**src/rtl/rdc_pkg.sv**
```systemverilog
package rdc_pkg;
    typedef enum logic [1:0] {
        S_IDLE,
        S_DIVIDE,
        S_COMMIT
    } rdc_state_t;

    localparam int unsigned FREEZE_BIT = 1;
endpackage

```
**src/rtl/rdc_divider.sv**
```systemverilog
module rdc_divider #(
    parameter int DW = 48,
    parameter int VW = 33
) (
    input  logic          clk,
    input  logic          rst_n,
    input  logic          start,
    input  logic [DW-1:0] dividend,
    input  logic [VW-1:0] divisor,
    output logic          busy,
    output logic          done,
    output logic [DW-1:0] quotient
);
    localparam int CW = $clog2(DW + 1);

    logic [VW-1:0] dvs_q;
    logic [VW-1:0] rem_q;
    logic [DW-1:0] dvd_q;
    logic [DW-1:0] quo_q;
    logic [CW-1:0] cnt_q;
    logic [VW:0]   trial;
    logic          fits;

    always_comb begin
        trial = {rem_q, dvd_q[DW-1]};
        fits  = trial >= {1'b0, dvs_q};
    end

    always_ff @(posedge clk) begin
        if (!rst_n) begin
            dvs_q <= '0;
            rem_q <= '0;
            dvd_q <= '0;
            quo_q <= '0;
            cnt_q <= '0;
            busy  <= 1'b0;
            done  <= 1'b0;
        end else begin
            done <= 1'b0;
            if (start) begin
                dvs_q <= divisor;
                dvd_q <= dividend;
                rem_q <= '0;
                quo_q <= '0;
                cnt_q <= CW'(DW);
                busy  <= 1'b1;
            end else if (busy) begin
                rem_q <= fits ? VW'(trial - {1'b0, dvs_q}) : VW'(trial);
                quo_q <= {quo_q[DW-2:0], fits};
                dvd_q <= dvd_q << 1;
                cnt_q <= cnt_q - CW'(1);
                if (cnt_q == CW'(1)) begin
                    busy <= 1'b0;
                    done <= 1'b1;
                end
            end
        end
    end

    assign quotient = quo_q;

    // a finished restoring division leaves a remainder below the divisor
    a_r2_rem_below_divisor: assert property (@(posedge clk) disable iff (!rst_n)
        done |-> (rem_q < dvs_q));

    // the controller never restarts a division in flight
    a_r10_no_restart: assert property (@(posedge clk) disable iff (!rst_n)
        busy |-> !start);
endmodule

```
**src/rtl/rdc_sat.sv**
```systemverilog
module rdc_sat #(
    parameter int QW = 48,
    parameter int OW = 16
) (
    input  logic [QW-1:0] quo,
    input  logic          neg,
    input  logic          zero,
    output logic [OW-1:0] res
);
    localparam logic [QW-1:0] POS_LIM = QW'((64'd1 << (OW - 1)) - 64'd1);
    localparam logic [QW-1:0] NEG_LIM = QW'(64'd1 << (OW - 1));

    logic [OW-1:0] low;

    always_comb begin
        low = quo[OW-1:0];
        if (zero) begin
            res = '0;
        end else if (!neg) begin
            res = (quo > POS_LIM) ? {1'b0, {(OW-1){1'b1}}} : low;
        end else begin
            res = (quo > NEG_LIM) ? {1'b1, {(OW-1){1'b0}}} : (~low + OW'(1));
        end
    end
endmodule

```
**src/rtl/rdc_chan_regs.sv**
```systemverilog
module rdc_chan_regs
    import rdc_pkg::*;
#(
    parameter int NCH = 4,
    parameter int OW  = 16,
    parameter int SW  = 16,
    parameter int SCW = 16,
    localparam int CHW = (NCH > 1) ? $clog2(NCH) : 1
) (
    input  logic           clk,
    input  logic           rst_n,
    input  logic           wr_en,
    input  logic [CHW-1:0] wr_ch,
    input  logic [OW-1:0]  wr_pos,
    input  logic [SW-1:0]  wr_sum,
    input  logic           scale_wr,
    input  logic [CHW-1:0] scale_ch,
    input  logic [SCW-1:0] scale_data,
    input  logic [CHW-1:0] sel_ch,
    output logic [SCW-1:0] sel_scale,
    input  logic           latch_wr,
    input  logic [1:0]     latch_data,
    input  logic           rd_en,
    input  logic [CHW-1:0] rd_ch,
    output logic [OW-1:0]  rd_pos,
    output logic [SW-1:0]  rd_sum
);
    logic [OW-1:0]  pos_q   [NCH];
    logic [SW-1:0]  sum_q   [NCH];
    logic [SCW-1:0] scale_q [NCH];
    logic [NCH-1:0] frozen;

    for (genvar i = 0; i < NCH; i++) begin : g_ch
        always_ff @(posedge clk) begin
            if (!rst_n) begin
                pos_q[i]   <= '0;
                sum_q[i]   <= '0;
                scale_q[i] <= '1;
            end else begin
                if (wr_en && wr_ch == CHW'(i) && !frozen[i]) begin
                    pos_q[i] <= wr_pos;
                    sum_q[i] <= wr_sum;
                end
                if (scale_wr && scale_ch == CHW'(i)) begin
                    scale_q[i] <= scale_data;
                end
            end
        end

        // a frozen channel keeps both stored words
        a_r7_frozen_hold: assert property (@(posedge clk) disable iff (!rst_n)
            frozen[i] |=> ($stable(pos_q[i]) && $stable(sum_q[i])));
    end

    always_ff @(posedge clk) begin
        if (!rst_n) begin
            frozen <= '0;
        end else if (latch_wr && latch_data[FREEZE_BIT]) begin
            frozen <= '1;
        end else if (latch_wr && latch_data == 2'b00) begin
            frozen <= '0;
        end else if (rd_en) begin
            frozen[rd_ch] <= 1'b0;
        end
    end

    always_ff @(posedge clk) begin
        if (!rst_n) begin
            rd_pos <= '0;
            rd_sum <= '0;
        end else if (rd_en) begin
            rd_pos <= pos_q[rd_ch];
            rd_sum <= sum_q[rd_ch];
        end
    end

    assign sel_scale = scale_q[sel_ch];

    // a read with no latch write releases the channel read
    a_r8_read_releases: assert property (@(posedge clk) disable iff (!rst_n)
        (rd_en && !latch_wr) |=> !frozen[$past(rd_ch)]);
endmodule

```
**src/rtl/rdc_ratio_conv.sv**
```systemverilog
module rdc_ratio_conv
    import rdc_pkg::*;
#(
    parameter int NCH = 4,
    parameter int SW  = 16,
    parameter int SCW = 16,
    parameter int OW  = 16,
    localparam int CHW = (NCH > 1) ? $clog2(NCH) : 1
) (
    input  logic           clk,
    input  logic           rst_n,
    input  logic           smp_valid,
    output logic           smp_ready,
    input  logic [CHW-1:0] smp_ch,
    input  logic [SW-1:0]  smp_a,
    input  logic [SW-1:0]  smp_b,
    input  logic [SW-1:0]  ref_amp,
    input  logic [NCH-1:0] wire_mode,
    input  logic           scale_wr,
    input  logic [CHW-1:0] scale_ch,
    input  logic [SCW-1:0] scale_data,
    input  logic           latch_wr,
    input  logic [1:0]     latch_data,
    input  logic           rd_en,
    input  logic [CHW-1:0] rd_ch,
    output logic [OW-1:0]  rd_pos,
    output logic [SW-1:0]  rd_sum
);
    localparam int FRAC = OW - 1;
    localparam int DENW = SW + 1;
    localparam int VW   = DENW + SCW;
    localparam int DW   = SW + SCW + FRAC + 1;
    localparam logic [SCW-1:0] UNITY = '1;

    rdc_state_t state_q, state_d;

    logic           accept, div_start, div_busy, div_done, commit;
    logic [SW-1:0]  mag_now;
    logic [DENW-1:0] den_now;
    logic [SCW-1:0] scale_now;
    logic [VW-1:0]  dvs_now;
    logic [DW-1:0]  dvd_now;
    logic           zero_now;
    logic [SW-1:0]  sum_now;
    logic [DW-1:0]  quo;
    logic [OW-1:0]  res;

    logic [CHW-1:0] cap_ch;
    logic           cap_neg, cap_zero;
    logic [SW-1:0]  cap_sum;

    // operand formation for the offered sample
    always_comb begin
        mag_now  = (smp_a >= smp_b) ? (smp_a - smp_b) : (smp_b - smp_a);
        den_now  = wire_mode[smp_ch] ? DENW'(ref_amp) : (DENW'(smp_a) + DENW'(smp_b));
        dvs_now  = VW'(den_now) * VW'(scale_now);
        dvd_now  = ((DW'(mag_now) * DW'(UNITY)) << FRAC) + DW'(dvs_now >> 1);
        zero_now = (den_now == '0) || (scale_now == '0);
        if (wire_mode[smp_ch]) begin
            sum_now = '0;
        end else begin
            sum_now = (DENW'(smp_a) + DENW'(smp_b) > DENW'({SW{1'b1}})) ? '1
                    : SW'(DENW'(smp_a) + DENW'(smp_b));
        end
    end

    // state register
    always_ff @(posedge clk) begin
        if (!rst_n) state_q <= S_IDLE;
        else        state_q <= state_d;
    end

    // next state and outputs
    always_comb begin
        state_d   = state_q;
        smp_ready = 1'b0;
        accept    = 1'b0;
        div_start = 1'b0;
        commit    = 1'b0;
        unique case (state_q)
            S_IDLE: begin
                smp_ready = 1'b1;
                if (smp_valid) begin
                    accept    = 1'b1;
                    div_start = !zero_now;
                    state_d   = zero_now ? S_COMMIT : S_DIVIDE;
                end
            end
            S_DIVIDE: begin
                if (div_done) state_d = S_COMMIT;
            end
            S_COMMIT: begin
                commit  = 1'b1;
                state_d = S_IDLE;
            end
            default: state_d = S_IDLE;
        endcase
    end

    always_ff @(posedge clk) begin
        if (!rst_n) begin
            cap_ch   <= '0;
            cap_neg  <= 1'b0;
            cap_zero <= 1'b0;
            cap_sum  <= '0;
        end else if (accept) begin
            cap_ch   <= smp_ch;
            cap_neg  <= smp_b > smp_a;
            cap_zero <= zero_now;
            cap_sum  <= sum_now;
        end
    end

    rdc_divider #(.DW(DW), .VW(VW)) u_div (
        .clk      (clk),
        .rst_n    (rst_n),
        .start    (div_start),
        .dividend (dvd_now),
        .divisor  (dvs_now),
        .busy     (div_busy),
        .done     (div_done),
        .quotient (quo)
    );

    rdc_sat #(.QW(DW), .OW(OW)) u_sat (
        .quo  (quo),
        .neg  (cap_neg),
        .zero (cap_zero),
        .res  (res)
    );

    rdc_chan_regs #(.NCH(NCH), .OW(OW), .SW(SW), .SCW(SCW)) u_regs (
        .clk        (clk),
        .rst_n      (rst_n),
        .wr_en      (commit),
        .wr_ch      (cap_ch),
        .wr_pos     (res),
        .wr_sum     (cap_sum),
        .scale_wr   (scale_wr),
        .scale_ch   (scale_ch),
        .scale_data (scale_data),
        .sel_ch     (smp_ch),
        .sel_scale  (scale_now),
        .latch_wr   (latch_wr),
        .latch_data (latch_data),
        .rd_en      (rd_en),
        .rd_ch      (rd_ch),
        .rd_pos     (rd_pos),
        .rd_sum     (rd_sum)
    );

    // an accepted sample drops ready on the next cycle
    a_r10_accept_drops_ready: assert property (@(posedge clk) disable iff (!rst_n)
        (smp_valid && smp_ready) |=> !smp_ready);

    // a guarded sample always commits zero
    a_r5_zero_commit: assert property (@(posedge clk) disable iff (!rst_n)
        (state_q == S_COMMIT && cap_zero) |-> (res == '0));

    // a non-negative ratio never commits a negative word
    a_r4_sign_kept: assert property (@(posedge clk) disable iff (!rst_n)
        (state_q == S_COMMIT && !cap_neg) |-> !res[OW-1]);

    // the divider is idle whenever the controller is idle
    a_r2_idle_agrees: assert property (@(posedge clk) disable iff (!rst_n)
        (state_q == S_IDLE) |-> !div_busy);
endmodule

```
**config.mk**
```make
export PLATFORM = sky130hd
export DESIGN_NAME = rdc_ratio_conv
export DESIGN_NICKNAME = d
export VERILOG_FILES = /design/src/rtl/rdc_pkg.sv /design/src/rtl/rdc_divider.sv /design/src/rtl/rdc_sat.sv /design/src/rtl/rdc_chan_regs.sv /design/src/rtl/rdc_ratio_conv.sv
export SDC_FILE = /design/constraint.sdc
export NUM_CORES = 2
export LEC_CHECK = 0
export BUFFER_PORTS_ARGS = -buffer_cell sky130_fd_sc_hd__buf_2
export CELL_PAD_IN_SITES_DETAIL_PLACEMENT = 1
export CELL_PAD_IN_SITES_GLOBAL_PLACEMENT = 2
export CORE_MARGIN = 5
export CORE_UTILIZATION = 35
export CTS_BUF_LIST = sky130_fd_sc_hd__clkbuf_4 sky130_fd_sc_hd__clkbuf_8
export DETAILED_ROUTE_END_ITERATION = 8
export PLACE_DENSITY_LB_ADDON = 0.3
export SLEW_MARGIN = 30
export SYNTH_ARGS = -nofsm -noshare
export SYNTH_HDL_FRONTEND = slang
export SYNTH_SLANG_ARGS = --single-unit
```
**constraint.sdc**
```tcl
create_clock -name clk -period 14.3 [get_ports clk]
set_clock_uncertainty 0.1 [all_clocks]
set_input_delay 0 -clock clk [delete_from_list [all_inputs] [get_ports clk]]
set_output_delay 0 -clock clk [all_outputs]
set_load 0.02 [all_outputs]
```
Yosys cells after proc, flatten, opt, wreduce, memory -nomap -nowiden
Memory sizes are Yosys's and may differ from the RTL's. A register that Yosys moved wholly into a read port is not among the register bits.
Cells that the tools add are included.
- add/subtract/negate cells: 7
- multiply operators: 2
- divide/modulo/power cells: 0
- order comparisons: 9
- eq/ne operators: 11
- shifts and indexed selects: 0
- mux-type cells: 71
- bitwise gates (word level): 17
- reductions and logical operators: 34
- operator list (operator ; count):
    16-bit 2-to-1 mux ; 19
    48-bit 2-to-1 mux ; 2
    47-bit by 32-bit adder with 48-bit output ; 1
    48-bit by 15-bit greater-than comparator with 1-bit output, second input constant ; 1
    48-bit by 16-bit greater-than comparator with 1-bit output, second input constant ; 1
    1-bit 2-to-1 mux ; 37
    34-bit by 33-bit >= comparator with 1-bit output ; 1
    17-bit by 16-bit multiplier with 33-bit output ; 1
    33-bit 2-to-1 mux ; 1
    33-bit subtractor ; 1
    16-bit by 16-bit multiplier with 32-bit output, second input constant ; 1
    16-bit subtractor ; 2
    16-bit by 16-bit adder with 17-bit output ; 1
    17-bit by 16-bit greater-than comparator with 1-bit output, second input constant ; 1
    17-bit logical NOT ; 1
    17-bit 2-to-1 mux ; 1
    16-bit by 1-bit adder with 16-bit output, second input constant ; 1
    16-bit >= comparator ; 1
    16-bit greater-than comparator ; 1
    16-bit logical NOT ; 1
    16-bit NOT ; 1
    1-bit logical AND ; 15
    4-bit 2-to-1 mux ; 3
    6-bit 2-to-1 mux ; 2
    other kinds (24) ; 54
- bits in registers: 196
- latch bits: 0
- RAM bits: 192
- ROM bits: 0
- bits of input ports: 82
- output and inout port bits: 33
- word-level logic and storage cells: 168
- memories: 3
- memory list (memory ; words ; width ; rd ports ; clocked after memory_dff ; write ports ; RTL line ; text):
    u_regs.pos_q ; 4 ; 16 ; 1 ; 1 ; 4 ; rdc_chan_regs.sv:28 ; logic [OW-1:0] pos_q [NCH];
    u_regs.scale_q ; 4 ; 16 ; 1 ; 0 ; 4 ; rdc_chan_regs.sv:30 ; logic [SCW-1:0] scale_q [NCH];
    u_regs.sum_q ; 4 ; 16 ; 1 ; 1 ; 4 ; rdc_chan_regs.sv:29 ; logic [SW-1:0] sum_q [NCH];

Depth between registers and ports, before layout
- word-level depth: 9
- mapped depth: 44
- mapped depth without buffers: 42

Cells and area by module
A second synthesis with hierarchy kept.
- cell total of the unflattened synthesis: 4058
- area, all modules: 38072.8 um^2
- modules (own cells, without submodules) (module ; times used ; cells an instance ; area an instance (um^2) ; sequential area each (um^2)):
    rdc_ratio_conv ; 1 ; 2256 ; 18951.9 ; 440.4
    rdc_chan_regs ; 1 ; 669 ; 9665.5 ; 6486.2
    rdc_divider ; 1 ; 1022 ; 8790.9 ; 3403.3
    rdc_sat ; 1 ; 111 ; 664.4 ; 0.0

Least setup slack after synthesis
Ideal clock, no wire load.
- path type: in2reg
- start: input port smp_a[3]
- end: register u_div.dvd_q[35]
- library setup time: 0.139 ns
- data arrival time: 9.717 ns
- setup slack: 4.344 ns
- cell stages on the path: 43
- path buffers: 3
- cells stage by stage: inv_1 ha_1 buf_6 or2_0 a211o_1 a2111oi_4 mux2i_1 or2_2 clkbuf_1 nand2_1 fa_1 fa_1 inv_1 fa_1 inv_1 fa_1 inv_1 fa_1 (+7 left out) a41oi_1 nand2_1 a31oi_1 o21bai_1 a21oi_1 xnor2_1 ha_1 nor2b_1 o31a_1 o31a_1 o41ai_1 o22ai_1 o21ai_1 nor4_1 or3_1 a41oi_1 mux2i_1 o311ai_1
- elaborated cells between the ends (all ways): 16
- those cells by class: add/sub (4); mul (2); order compare (1); mux (5); reduce/logical (4)
- RTL lines (what ; RTL line ; text):
    start: declaration ; rdc_ratio_conv.sv:15 ; input logic [SW-1:0] smp_a,
    16-bit by 16-bit adder with 17-bit output ; -- ;
    17-bit 2-to-1 mux ; rdc_ratio_conv.sv:55 ; den_now = wire_mode[smp_ch] ? DENW'(ref_amp) : (DENW'(smp_a) + DENW'(smp_b));
    17-bit by 16-bit multiplier with 33-bit output ; rdc_ratio_conv.sv:56 ; dvs_now = VW'(den_now) * VW'(scale_now);
    net dvs_now[18] ; rdc_ratio_conv.sv:41 ; logic [VW-1:0] dvs_now;
    47-bit by 32-bit adder with 48-bit output ; rdc_ratio_conv.sv:57 ; dvd_now = ((DW'(mag_now) * DW'(UNITY)) << FRAC) + DW'(dvs_now >> 1);
    48-bit 2-to-1 mux ; rdc_divider.sv:40 ; if (start) begin
    end signal: assignment ; rdc_divider.sv:42 ; dvd_q <= dividend;
    end signal: assignment ; rdc_divider.sv:50 ; dvd_q <= dvd_q << 1;
    end: declaration ; rdc_divider.sv:18 ; logic [DW-1:0] dvd_q;
The timed path passes the listed nets, and every way through them passes these cells.
A chain may end at the register's enable or synchronous reset.

Worst setup path after layout
- start: input port smp_b[0]
- end: register u_div.dvd_q[35]
- elaborated cells between the ends (all ways): 16
- those cells by class: add/sub (4); mul (2); order compare (1); mux (5); reduce/logical (4)
- RTL lines (what ; RTL line ; text):
    start: declaration ; rdc_ratio_conv.sv:16 ; input logic [SW-1:0] smp_b,
    16-bit by 16-bit adder with 17-bit output ; -- ;
    17-bit 2-to-1 mux ; rdc_ratio_conv.sv:55 ;
    17-bit by 16-bit multiplier with 33-bit output ; rdc_ratio_conv.sv:56 ;
    net dvs_now[18] ; rdc_ratio_conv.sv:41 ;
    47-bit by 32-bit adder with 48-bit output ; rdc_ratio_conv.sv:57 ;
    48-bit 2-to-1 mux ; rdc_divider.sv:40 ;
The timed path passes the listed nets, and every way through them passes these cells.

==> impl_metrics.yaml <==
clocking:
  clock_insertion_delay_worst_skew_ps: 740
  root_buffer: "clkbuf_8"
  clock-sinks: 420
  cts_tree: "yes"
  clk_path_buf_depth: 3
  cts_buffers: 80
  cts_max_level: 3
  post_cts_resized: 0
  cts.clk_slew.worst_paths_ps: 60
setup_path:
  slowest_delay_ps: 800
  required_ps: 14750
  reg2reg_slack_ps: 4010
  cp_slowest_cell: "nor2_1"
  crit_path_end_kind: "flip-flop"
  path_class: "primary input to flip-flop"
  start_kind: "primary input"
  path_common_cell: "fa_1"
  worstPathMaxFanout: 10
  worstPathArrival_ps: 12450
route:
  totalWireLength_um: 117000
  drcViolationCount: 0
  wire_per_inst_um: 20.4
  drt-initial-drc-count: 1438
  vias: 30063
  drtPass1Iterations: 4
  ant_nets: 0
  viasPerCell: 5.23
synthesis:
  muxShareOfSynthArea_pct: 6.68
  avgSynthCellArea_um2: 9.21
  synth-compound-area-share_pct: 12.2
  synth_edf_count: 192
  ys_seq_elements: 420
  synthXorXnorAreaFrac_pct: 3.18
  syn_inst: 4166
  netlist_area_um2: 38400
  syn-num-nets: 4881
  ys_types: 100
  yosys.area_share.simple_pct: 16.0
  synth_top_family_by_area: "adder cells"
  ys_seq_area_share_pct: 26.9
  ys_warn_count: 0
  async_flop_share_pct: 0
  synth_fa_ha_area_share_pct: 27.3
  synth-main-ff-cell: "dfxtp_1"
placement:
  finalWeightedCongestion: 0.842
  post-dp-hpwl_um: 91000
  place_area_um2: 40300
  placed_cells: 5548
  io_buffer_count: 114
floorplanning:
  io-pin-count: 115
  die_w_um: 341
  core_region_area_um2: 109000
  row_count: 121
  dieArea_um2: 116000
  start_util_pct: 35.2
  die_h_um: 341
timing:
  rsz0062_at_grt: "no"
  layout_worst_path_cycle_share_pct: 83.9
  fin_setup_tns_ps: 0
  finalHoldWorstSlack_ps: 88.4
  setup-violations-final: 0
  fin_crit_ps: 12000
  relSlewSlack_pct: 31.8
  finalHoldViolations: 0
  fmax_mhz: 83.3
  slew_viol_final: 0
  tightest_slew_ps: 1020
global_route:
  grt_pass1_wl_um: 186000
  grt-busiest-layer: "met2"
  grt_use_met2_pct: 36.0
  gr-total-overflow: 0
  antenna_found_initial: 6
  grtUsageMet1_pct: 26.4
  grt_pass1_vias: 32481
  met3_usage_pct: 2.54
  grt_max_degree: 78
  grtUsageTotal_pct: 20.2
final_layout:
  syn_to_final_growth_pct: 11.0
  final_cell_area_um2: 42600
  n_fill_cell: 12503
  instances_no_fill: 5746
  drive_above_1_share_pct: 10.9
  nets: 4981
min_path:
  hold_path.class: "primary input to flip-flop"
outcome:
  outcome: "completed"
job:
  cap_violations: 0
per-layer routing:
| layer | up-vias | part of all wire, % |
|---|---|---|
| li1 | 14265 | - |
| met1 | 15147 | 44 |
| met2 | 533 | 50 |
| met3 | 116 | 4.4 |
| met4 | 2 | 1.7 |
| met5 | - | 0.014 |
flip-flops by register name (all words and copies together), names as in the netlist:
| name | flops |
|---|---|
| u_regs.rd_sum | 16 |
| u_div.busy | 1 |
| cap_neg | 1 |
| cap_ch | 2 |
| cap_zero | 1 |
| u_regs.sum_q | 64 |
| u_div.quotient | 48 |
| cap_sum | 16 |
| u_regs.frozen | 4 |
| u_div.rem_q | 33 |
| u_div.dvs_q | 33 |
| u_div.dvd_q | 48 |
| u_div.done | 1 |
| u_div.cnt_q | 6 |
| u_regs.rd_pos | 16 |
| u_regs.pos_q | 64 |
| state_q | 2 |
| u_regs.scale_q | 64 |
per-stage QoR:
stage,setup WS [ps],utilization (%)
finish,2300,39.1
global route,1690,39.1
CTS,2560,39.1
detailed placement,2040,37.0
global placement,1970,37.0
floorplan,4340,-
kinds of logic (layout without fill, tap and decap cells):
group,count (synthesis),count (layout)
fa+ha+maj,634,634
buf+inv,749,913
flops,420,420
mux,203,203
xor+xnor,137,137
simple gates,1317,1317
compound gates,706,706
other cells,0,2
worst max-delay path: cells and delay by family:
family / cells / cell delay (ps)
simple gates: 8 / 1990
xor+xnor: 2 / 810
compound gates: 15 / 3930
buf+inv: 8 / 1020
mux: 1 / 260
fa+ha+maj: 10 / 4420
area by class of cell:
| type | instances | area, um2 | share of cell area [%] |
|---|---|---|---|
| tap | 1414 | 1770 | 4.16 |
| antenna | 2 | 5.00 | 0.0118 |
| timing repair buffer | 207 | 1400 | 3.29 |
| clock inverter | 32 | 319 | 0.750 |
| multi-input combinational | 2997 | 25200 | 59.2 |
| clock buffer | 114 | 1430 | 3.35 |
| inverter | 560 | 2100 | 4.94 |
| sequential | 420 | 10300 | 24.3 |
cells in the final DEF (no fill, tap or decap), types with 12 or more instances in the layout:
| cell type | n |
|---|---|
| a211o_1 | 16 |
| nor4_1 | 33 |
| nor3_1 | 66 |
| o211ai_1 | 17 |
| o311ai_0 | 14 |
| xor2_1 | 42 |
| and2_1 | 83 |
| xnor2_1 | 93 |
| nand4_1 | 22 |
| or3_1 | 24 |
| buf_4 | 43 |
| or2_2 | 57 |
| dfxtp_1 | 227 |
| o21ai_0 | 106 |
| a21o_1 | 54 |
| ha_1 | 295 |
| a31oi_1 | 43 |
| o21bai_1 | 12 |
| dlygate4sd3_1 | 48 |
| fa_1 | 338 |
| nand2b_1 | 57 |
| and3_1 | 33 |
| or4_1 | 12 |
| nand3_1 | 55 |
| mux4_2 | 39 |
| mux2_2 | 31 |
| nor2_1 | 396 |
| inv_1 | 557 |
| buf_2 | 113 |
| a21oi_1 | 204 |
| clkbuf_4 | 24 |
| a211oi_1 | 47 |
| clkbuf_8 | 91 |
| nor2b_1 | 29 |
| nand2_1 | 417 |
| mux2i_1 | 131 |
| o21ai_1 | 19 |
| edfxtp_1 | 192 |
| o21a_1 | 38 |
path summary, 6_finish.rpt:
path	startpoint	to	cells past startpoint
worst max register to register	u_regs.scale_q[0][5]$_SDFFCE_PN1P_	u_div.dvd_q[35]$_SDFFE_PN0P_	37
worst min register to register	u_div.dvs_q[17]$_SDFFE_PN0P_	u_div.dvs_q[17]$_SDFFE_PN0P_	2
worst max-delay path	smp_b[0]	u_div.dvd_q[35]$_SDFFE_PN0P_	44
worst min-delay path	scale_data[15]	u_regs.scale_q[0][15]$_SDFFCE_PN1P_	3
Yosys cell counts, types with 22 or more instances:
master	number	share of area [%]
o21a_1	38	0.74
mux2_2	31	0.91
inv_1	558	5.5
a211oi_1	50	0.98
fa_1	338	18
nor3_1	66	0.86
buf_2	28	0.37
a21o_1	55	1.1
dfxtp_1	228	12
ha_1	295	9.6
a31oi_1	43	0.70
xnor2_1	94	2.1
or2_2	57	0.93
nand2_1	417	4.1
nor2_1	397	3.9
and2_1	83	1.4
a21oi_1	207	2.7
xor2_1	42	0.96
o21ai_0	110	1.4
nand3_1	55	0.72
nand4_1	22	0.36
clkbuf_1	125	1.2
and3_1	33	0.54
mux2i_1	132	3.4
nor2b_1	29	0.47
nor4_1	35	0.57
or3_1	24	0.39
nand2b_1	57	0.93
edfxtp_1	192	15
mux4_2	39	2.3
timing repair:
item | in CTS | in global routing
buffers inserted | 0 | 0
hold buffers | 48 | 0
endpoints found under the hold margin | 188 | 0
Power is not shown: default switching activity piles up to over one toggle a cycle in this logic, so the estimate is an artifact.
